<file path="src/rtl/sync_cls_pkg.sv">
package sync_cls_pkg;
  typedef enum logic [1:0] {
    ST_MON   = 2'd0,  // both detectors live
    ST_HOLD  = 2'd1,  // masking after frame strobe
    ST_WAITH = 2'd2   // frame strobe locked until a line strobe
  } ctl_state_e;
endpackage

</file>
<file path="src/rtl/sync_low_timer.sv">
module sync_low_timer #(
  parameter int unsigned THR = 81
) (
  input  logic clk_i,
  input  logic rst_ni,
  input  logic low_ni,
  output logic hit_o
);
  localparam int unsigned CW = $clog2(THR + 1);

  logic [CW-1:0] cnt_q;
  logic          hit_q;

  always_ff @(posedge clk_i or negedge rst_ni) begin
    if (!rst_ni) begin
      cnt_q <= '0;
      hit_q <= 1'b0;
    end else begin
      hit_q <= !low_ni && (cnt_q == CW'(THR - 1));
      if (low_ni)                 cnt_q <= '0;
      else if (cnt_q != CW'(THR)) cnt_q <= cnt_q + 1'b1;  // park at THR: one hit per pulse
    end
  end

  assign hit_o = hit_q;
endmodule

</file>
<file path="src/rtl/sync_holdoff.sv">
module sync_holdoff #(
  parameter int unsigned HOLD = 9139
) (
  input  logic clk_i,
  input  logic rst_ni,
  input  logic start_i,
  output logic busy_o
);
  localparam int unsigned HW = $clog2(HOLD + 1);

  logic [HW-1:0] cnt_q;

  always_ff @(posedge clk_i or negedge rst_ni) begin
    if (!rst_ni)            cnt_q <= '0;
    else if (start_i)       cnt_q <= HW'(HOLD);
    else if (cnt_q != '0)   cnt_q <= cnt_q - 1'b1;
  end

  assign busy_o = (cnt_q != '0);
endmodule

</file>
<file path="src/rtl/sync_line_cnt.sv">
module sync_line_cnt #(
  parameter int unsigned LINE_W = 9
) (
  input  logic              clk_i,
  input  logic              rst_ni,
  input  logic              clr_i,
  input  logic              inc_i,
  output logic [LINE_W-1:0] line_o
);
  logic [LINE_W-1:0] line_q;

  always_ff @(posedge clk_i or negedge rst_ni) begin
    if (!rst_ni)                    line_q <= '0;
    else if (clr_i)                 line_q <= '0;
    else if (inc_i && line_q != '1) line_q <= line_q + 1'b1;
  end

  assign line_o = line_q;
endmodule

</file>
<file path="src/rtl/sync_classifier.sv">
module sync_classifier
  import sync_cls_pkg::*;
#(
  parameter int unsigned H_LOW_CYC   = 81,
  parameter int unsigned V_LOW_CYC   = 25175,
  parameter int unsigned HOLDOFF_CYC = 9139,
  parameter int unsigned LINE_W      = 9
) (
  input  logic              clk_i,
  input  logic              rst_ni,
  input  logic              hsync_ni,
  input  logic              vsync_ni,
  output logic              hsync_o,
  output logic              vsync_o,
  output logic [LINE_W-1:0] line_o
);
  logic h_hit, v_hit, hold_busy;
  logic h_take, v_take;
  logic hs_q, vs_q;
  ctl_state_e st_q, st_d;

  sync_low_timer #(.THR(H_LOW_CYC)) u_h_tmr (
    .clk_i(clk_i), .rst_ni(rst_ni), .low_ni(hsync_ni), .hit_o(h_hit)
  );

  sync_low_timer #(.THR(V_LOW_CYC)) u_v_tmr (
    .clk_i(clk_i), .rst_ni(rst_ni), .low_ni(vsync_ni), .hit_o(v_hit)
  );

  sync_holdoff #(.HOLD(HOLDOFF_CYC)) u_hold (
    .clk_i(clk_i), .rst_ni(rst_ni), .start_i(v_take), .busy_o(hold_busy)
  );

  sync_line_cnt #(.LINE_W(LINE_W)) u_line (
    .clk_i(clk_i), .rst_ni(rst_ni), .clr_i(v_take), .inc_i(h_take), .line_o(line_o)
  );

  always_comb begin
    st_d   = st_q;
    v_take = 1'b0;
    h_take = 1'b0;
    unique case (st_q)
      ST_MON: begin
        if (v_hit) begin
          v_take = 1'b1;       // vertical wins a tie
          st_d   = ST_HOLD;
        end else begin
          h_take = h_hit;
        end
      end
      ST_HOLD: begin
        if (!hold_busy) st_d = ST_WAITH;
      end
      ST_WAITH: begin
        if (h_hit) begin
          h_take = 1'b1;
          st_d   = ST_MON;
        end
      end
      default: st_d = ST_MON;
    endcase
  end

  always_ff @(posedge clk_i or negedge rst_ni) begin
    if (!rst_ni) begin
      st_q <= ST_MON;
      hs_q <= 1'b0;
      vs_q <= 1'b0;
    end else begin
      st_q <= st_d;
      hs_q <= h_take;
      vs_q <= v_take;
    end
  end

  assign hsync_o = hs_q;
  assign vsync_o = vs_q;
endmodule

</file>
<file path="config.mk">
export PLATFORM = sky130hd
export DESIGN_NAME = sync_classifier
export DESIGN_NICKNAME = d
export VERILOG_FILES = /design/src/rtl/sync_cls_pkg.sv /design/src/rtl/sync_low_timer.sv /design/src/rtl/sync_holdoff.sv /design/src/rtl/sync_line_cnt.sv /design/src/rtl/sync_classifier.sv
export SDC_FILE = /design/constraint.sdc
export NUM_CORES = 1
export LEC_CHECK = 0
export BUFFER_PORTS_ARGS = -buffer_cell sky130_fd_sc_hd__clkbuf_2
export CORE_MARGIN = 5
export CORE_UTILIZATION = 35
export CTS_CLUSTER_DIAMETER = 80
export CTS_CLUSTER_SIZE = 12
export DETAILED_ROUTE_END_ITERATION = 10
export PLACE_DENSITY = 0.6
export SYNTH_ARGS = -nofsm -noshare
export SYNTH_HDL_FRONTEND = slang
export SYNTH_SLANG_ARGS = --single-unit
</file>
<file path="constraint.sdc">
create_clock -name clk_i -period 2.6 [get_ports clk_i]
set_clock_uncertainty 0.15 [all_clocks]
set_input_delay 0.13 -clock clk_i [delete_from_list [all_inputs] [get_ports clk_i]]
set_output_delay 0.13 -clock clk_i [all_outputs]
set_load 0.02 [all_outputs]
</file>
# ---- Word level (Yosys, flattened, before mapping)
# Index checks and enable logic that the tools add are counted.
dict set report totals {
  register_bits 51
  in_bits 4
  wordCells 52
}
dict set report classes {
  add_sub_neg 4
  n_eq_ne 10
  n_mux 17
  n_reduce_logical 12
}
# cell count
set op_table {}
lappend op_table {{15-bit 2-to-1 mux} 2}
lappend op_table {{14-bit 2-to-1 mux} 2}
lappend op_table {{9-bit 2-to-1 mux} 2}
lappend op_table {{15-bit by 1-bit adder with 15-bit output, second input constant} 1}
lappend op_table {{15-bit equality test, second input constant} 1}
lappend op_table {{15-bit inequality test, second input constant} 1}
lappend op_table {{7-bit 2-to-1 mux} 2}
lappend op_table {{14-bit nonzero test} 1}
lappend op_table {{14-bit by 1-bit subtractor with 14-bit output, second input constant} 1}
lappend op_table {{9-bit by 1-bit adder with 9-bit output, second input constant} 1}
lappend op_table {{9-bit inequality test, second input constant} 1}
lappend op_table {{2-bit nonzero test} 4}
lappend op_table {{7-bit by 1-bit adder with 7-bit output, second input constant} 1}
lappend op_table {{7-bit equality test, second input constant} 1}
lappend op_table {{7-bit inequality test, second input constant} 1}
lappend op_table {{2-bit 2-to-1 mux} 3}
lappend op_table {{2-bit one-hot mux with 3 select lines} 1}
lappend op_table {{1-bit 2-to-1 mux} 4}
lappend op_table {{2-bit by 1-bit inequality test with 1-bit output, second input constant} 2}
lappend op_table {{1-bit logical AND} 3}
lappend op_table {{3-bit AND reduction} 1}
lappend op_table {{2-bit by 1-bit equality test with 1-bit output, second input constant} 1}
lappend op_table {{2-bit equality test, second input constant} 1}
lappend op_table {{1-bit logical NOT} 2}
lappend op_table {{3 further kinds} 3}

# ---- Longest topological paths before layout
dict set report depth {
  depth_word 5
  mapped_depth 7
  mapped_depth_nobuf 7
}

# ---- Modules after synthesis
# Synthesis repeated with hierarchy kept, for this count alone.
dict set report unflattened {
  cells_unflattened 269
  hier_area_um2 2685.1
}
# mod n_inst cells_per_inst area_per_inst_um2 seq_area_each_um2
set modules_own_cells {}
lappend modules_own_cells {{sync_low_timer (u_v_tmr)} 1 88 847.1 400.4}
lappend modules_own_cells {sync_holdoff 1 80 785.8 350.3}
lappend modules_own_cells {sync_line_cnt 1 46 462.9 225.2}
lappend modules_own_cells {{sync_low_timer (u_h_tmr)} 1 43 435.4 200.2}
lappend modules_own_cells {sync_classifier 1 12 153.9 100.1}

# ---- Least setup slack after synthesis
# No wires, ideal clock.
dict set report synth_path {
  path_type {flip-flop to flip-flop}
  from {register u_line.line_q[0], in the netlist u_line.line_o[0]}
  to {register u_line.line_q[7], in the netlist u_line.line_o[7]}
  t_arrival_ns 2.058
  required_time_ns 2.372
  slack_ns 0.314
  stages_incl_launch_ff 8
  cell_sequence {dfrtp_1 ha_1 nand3_1 nor2_1 ha_1 or3_1 or4_1 a21oi_1}
}
dict set report synth_via {
  elab_chain_cells 3
  elab_cells_between_ends 6
}
# element line
set synth_lines {}
lappend synth_lines {{start: declaration} sync_line_cnt.sv:10} ;# logic [LINE_W-1:0] line_q;
lappend synth_lines {{start signal: assignment} sync_line_cnt.sv:15} ;# else if (inc_i && line_q != '1) line_q <= line_q + 1'b1;
lappend synth_lines {{9-bit by 1-bit adder with 9-bit output or 9-bit inequality test (tied branches)} sync_line_cnt.sv:15}
lappend synth_lines {{9-bit 2-to-1 mux or 1-bit logical AND (tied branches)} sync_line_cnt.sv:15}
lappend synth_lines {{9-bit 2-to-1 mux or 2-bit nonzero test (tied branches)} --}
# Several ways; a longest one is shown, not always the timed one. The select of a mux whose other input is x is not followed.
# A chain may end at the register's enable or synchronous reset.

# ---- Worst setup path in the final report
# Same ends and word-level chain as after synthesis.

==> impl_results.md <==
- Family with the most delay on the worst path: simple AND/OR/NAND/NOR gates
- Setup ws final: between 0.2 and 0.3 ns
- Layout cells sized above 1: 12.6%
- Fmax: 430 MHz
- Reg2reg end: u_line.line_o[7]
- Worst relative slew slack: 39.6%
- Routed WL per cell: 12.4 um
- Tightest Hold Check Type: in -> reg
- Post-DRT Antenna Nets: 0
- Min-Delay Endpoint: u_v_tmr.cnt_q[3]
- Leading area contributor after synthesis: dfrtp_1
- Yosys top cell area share: 48.7%
- Area growth syn-to-layout: 12.9%
- Placed Instance Area: 2820 um^2
- Final core occ: 40.8%
- Via count: ~2,000
- Synth Area in Simple Gates: 29.2%
- Initial antenna violation count: 0
- Hold Vio Cnt, Final: 0
- Fin crit period: about 2.3 ns
- Remaining DRCs: 0
- Syn. warnings: 0
- Die Footprint: roughly 9300 um^2
- Worst path bufs/invs: 0
- Mapped cell area: around 2600 um^2
- CP Data Arrival Time: between 2 and 2.5 ns
- Final Slew Violations: 0
- Routed wire length: 4870 um
- Setup total negative slack: 0 ns
- Mapped Cells: around 270
- RSZ-0062 raised after global routing: no
- Die Span X: 96.5 um
- Clk sinks: 51
- Post-CTS sizing: 0
- Post-synth net total: 284
- Main combinational cell family by area after synthesis: simple AND/OR/NAND/NOR gates
- WS Path Type: reg -> reg
- CP required: 2.69 ns
- Asr flop ratio synth: 100%
- Critical-path cell list: ha_1, nand3_1, nor2_1, ha_1, or3_1, or4_1, a21oi_1
- Worst path most repeated cell: ha_1
- CTS tree: yes
- Slew @ Worst Pin: ~0.9 ns
- Setup crit end kind: flip-flop
- Dpl cells: 383
- Final Setup Violations: 0
- Unique masters post-synth: between 40 and 50
- Io pins: 15
- Clock latency on the worst-skew pair: 0.30 ns
- Status: finished, final reports clean
- CTS clk-pin slew, worst paths: 0.10 ns
- Most frequent cell after synthesis: dfrtp_1
- Min-Delay Path Depth: 2
- Drt via density: 5.12
- Final net count: ~300
- Synth Register Bits: ~50
- RR Startpoint: u_line.line_o[0]
- Deepest clock path buffer count: 2
- Compound-Gate Fraction of Synth Area: 9.03%
- Slowest library cell on the worst path: or4_1
- Starting Density: a little over a third
- Rows: 31
- Diodes inserted: 0
- Global Route Usage Sum: 11.6%
- Maximum vdd drop: roughly 0.00024 V
- Place WS: 0.311 ns
- Worst Path Max Fanout: 5
- Ys flop type: dfrtp_1
- Sequential area share after synthesis: slightly below 50%
- Final HPWL DP: 3440 um
- Reg2reg path depth: 7
- Hold wc startpoint: vsync_ni
- GRT overflow: 0
- DR pass1 iterations: 4
- Commonest cells in the netlist: dfrtp_1 (51), nor2_1 (38), nand2_1 (18), nand3_1 (18), xnor2_1 (14)
- Reg2reg setup slack: roughly 0.27 ns
- Wire length of the first global-routing pass: 8710 um
- Final Non-Filler Cells: 393
- Post-synth EDFFs: 0
- Top post-synthesis cells by area: dfrtp_1 (49%), nor2_1 (5.4%), xnor2_1 (4.7%)
- Number of max-cap violations: 0
- Port Buf Inserts: 14
- Xor and xnor area share after synthesis: under 10%
- Core area: 7250 um^2
- Cts bufs inserted: 5
- CTS H-Tree Depth: 2
- Post-synthesis mux area share: 0.812%
- Slowest stage delay, CP: 0.48 ns
- Pwr/cell area: around 680 nW/um^2
- Largest net degree at the start of global routing: 38
- Clock Tree Root: clkbuf_8
- Initial DRC Count: 76
- GPL Wtd Cong: 0.790
- P_leak: 1.27 nW
- CP startpoint kind: flip-flop
- Syn Area/Cell: 9.63 um^2
- Vias in the first global route: a little under 2,000
- Final period util: around nine tenths
- Synth Area in Adders: 3.82%
- Final Cell Area: 2960 um^2
- Die Y-Extent: 96.5 um
worst max path at each step:
| stage | startpoint | endpoint | slack [ns] | depth (start not counted) |
|---|---|---|---|---|
| after floorplan | u_line.line_o[0] | u_line.line_o[7] | 0.31 | 7 |
| after global placement | u_line.line_o[0] | u_line.line_o[7] | 0.36 | 7 |
| after detailed placement | u_line.line_o[0] | u_line.line_o[7] | 0.31 | 7 |
| after CTS | u_line.line_o[0] | u_line.line_o[7] | 0.29 | 7 |
| after global routing | u_hold.cnt_q[0] | u_hold.cnt_q[9] | 0.15 | 6 |
| final | u_line.line_o[0] | u_line.line_o[7] | 0.27 | 7 |
power by group:
part	internal (W)	total [W]	switching, W
registers	0.000906	0.00105	0.000139
logic	0.000190	0.000388	0.000198
clock network	0.000292	0.000567	0.000275
through the flow:
step                total power (W)  hold WS, ns
floorplan                   0.00133       -0.316
finish                      0.00200       0.0885
global route                0.00213        0.109
global placement            0.00144        0.157
detailed placement          0.00145        0.162
CTS                         0.00202       0.0652
layout by cell type (no fill, tap or decap), drive strengths merged, types with 2 or more instances in the layout:
cell type and instances:
a211oi 2, a21oi 13, a31o 3, a31oi 3, and3 3, and4 5
buf 4, clkbuf 19, dfrtp 51, dlygate4sd3 2, ha 8, inv 9
nand2 18, nand2b 6, nand3 18, nand3b 2, nand4 7, nor2 38
nor2b 4, nor3 12, nor4 5, nor4b 2, o21ai 11, o31ai 4
or3 5, or3b 3, or4 5, xnor2 14, xor2 5
layout make-up:
cell class / instances / area (um^2)
Fill cell: 732 / 4300
Multi-Input combinational cell: 207 / 1290
Sequential cell: 51 / 1280
Tap cell: 99 / 124
Timing Repair Buffer: 20 / 120
Clock buffer: 5 / 68.8
Clock inverter: 3 / 47.5
Inverter: 8 / 30.0
timing repair:
item | in CTS | in global routing
endpoints found under the hold margin | 38 | 0
buffers inserted | 0 | 0
hold buffers | 2 | 0
endpoints found under the setup margin | 0 | 0
worst register-to-register path, cell delays in order, from the launching register on:
cell	delay [ns]
dfrtp_1	0.43
ha_1	0.26
nand3_1	0.08
nor2_1	0.05
ha_1	0.23
or3_1	0.43
or4_1	0.48
a21oi_1	0.15
cell families after synthesis:
group / Yosys count
AOI/OAI and AO/OA: 39
xor gates and xnor gates: 19
adders and majority gates: 8
buffers and inverters: 14
DFF: 51
muxes: 2
and+or+nand+nor: 139
per-layer routing:
metal  track usage, %  wire, um
met1             16.0      2580
met2             18.6      2090
met3             2.56       159
met4             2.45        38
met5                0         0
sequential cells by signal (all words and copies together), names as in the netlist:
register	flops
u_h_tmr.cnt_q	7
u_v_tmr.hit_o	1
u_v_tmr.cnt_q	15
st_q	2
u_h_tmr.hit_o	1
u_hold.cnt_q	14
vsync_o	1
hsync_o	1
u_line.line_o	9
Note: power is estimated with default switching activity, not from simulation.
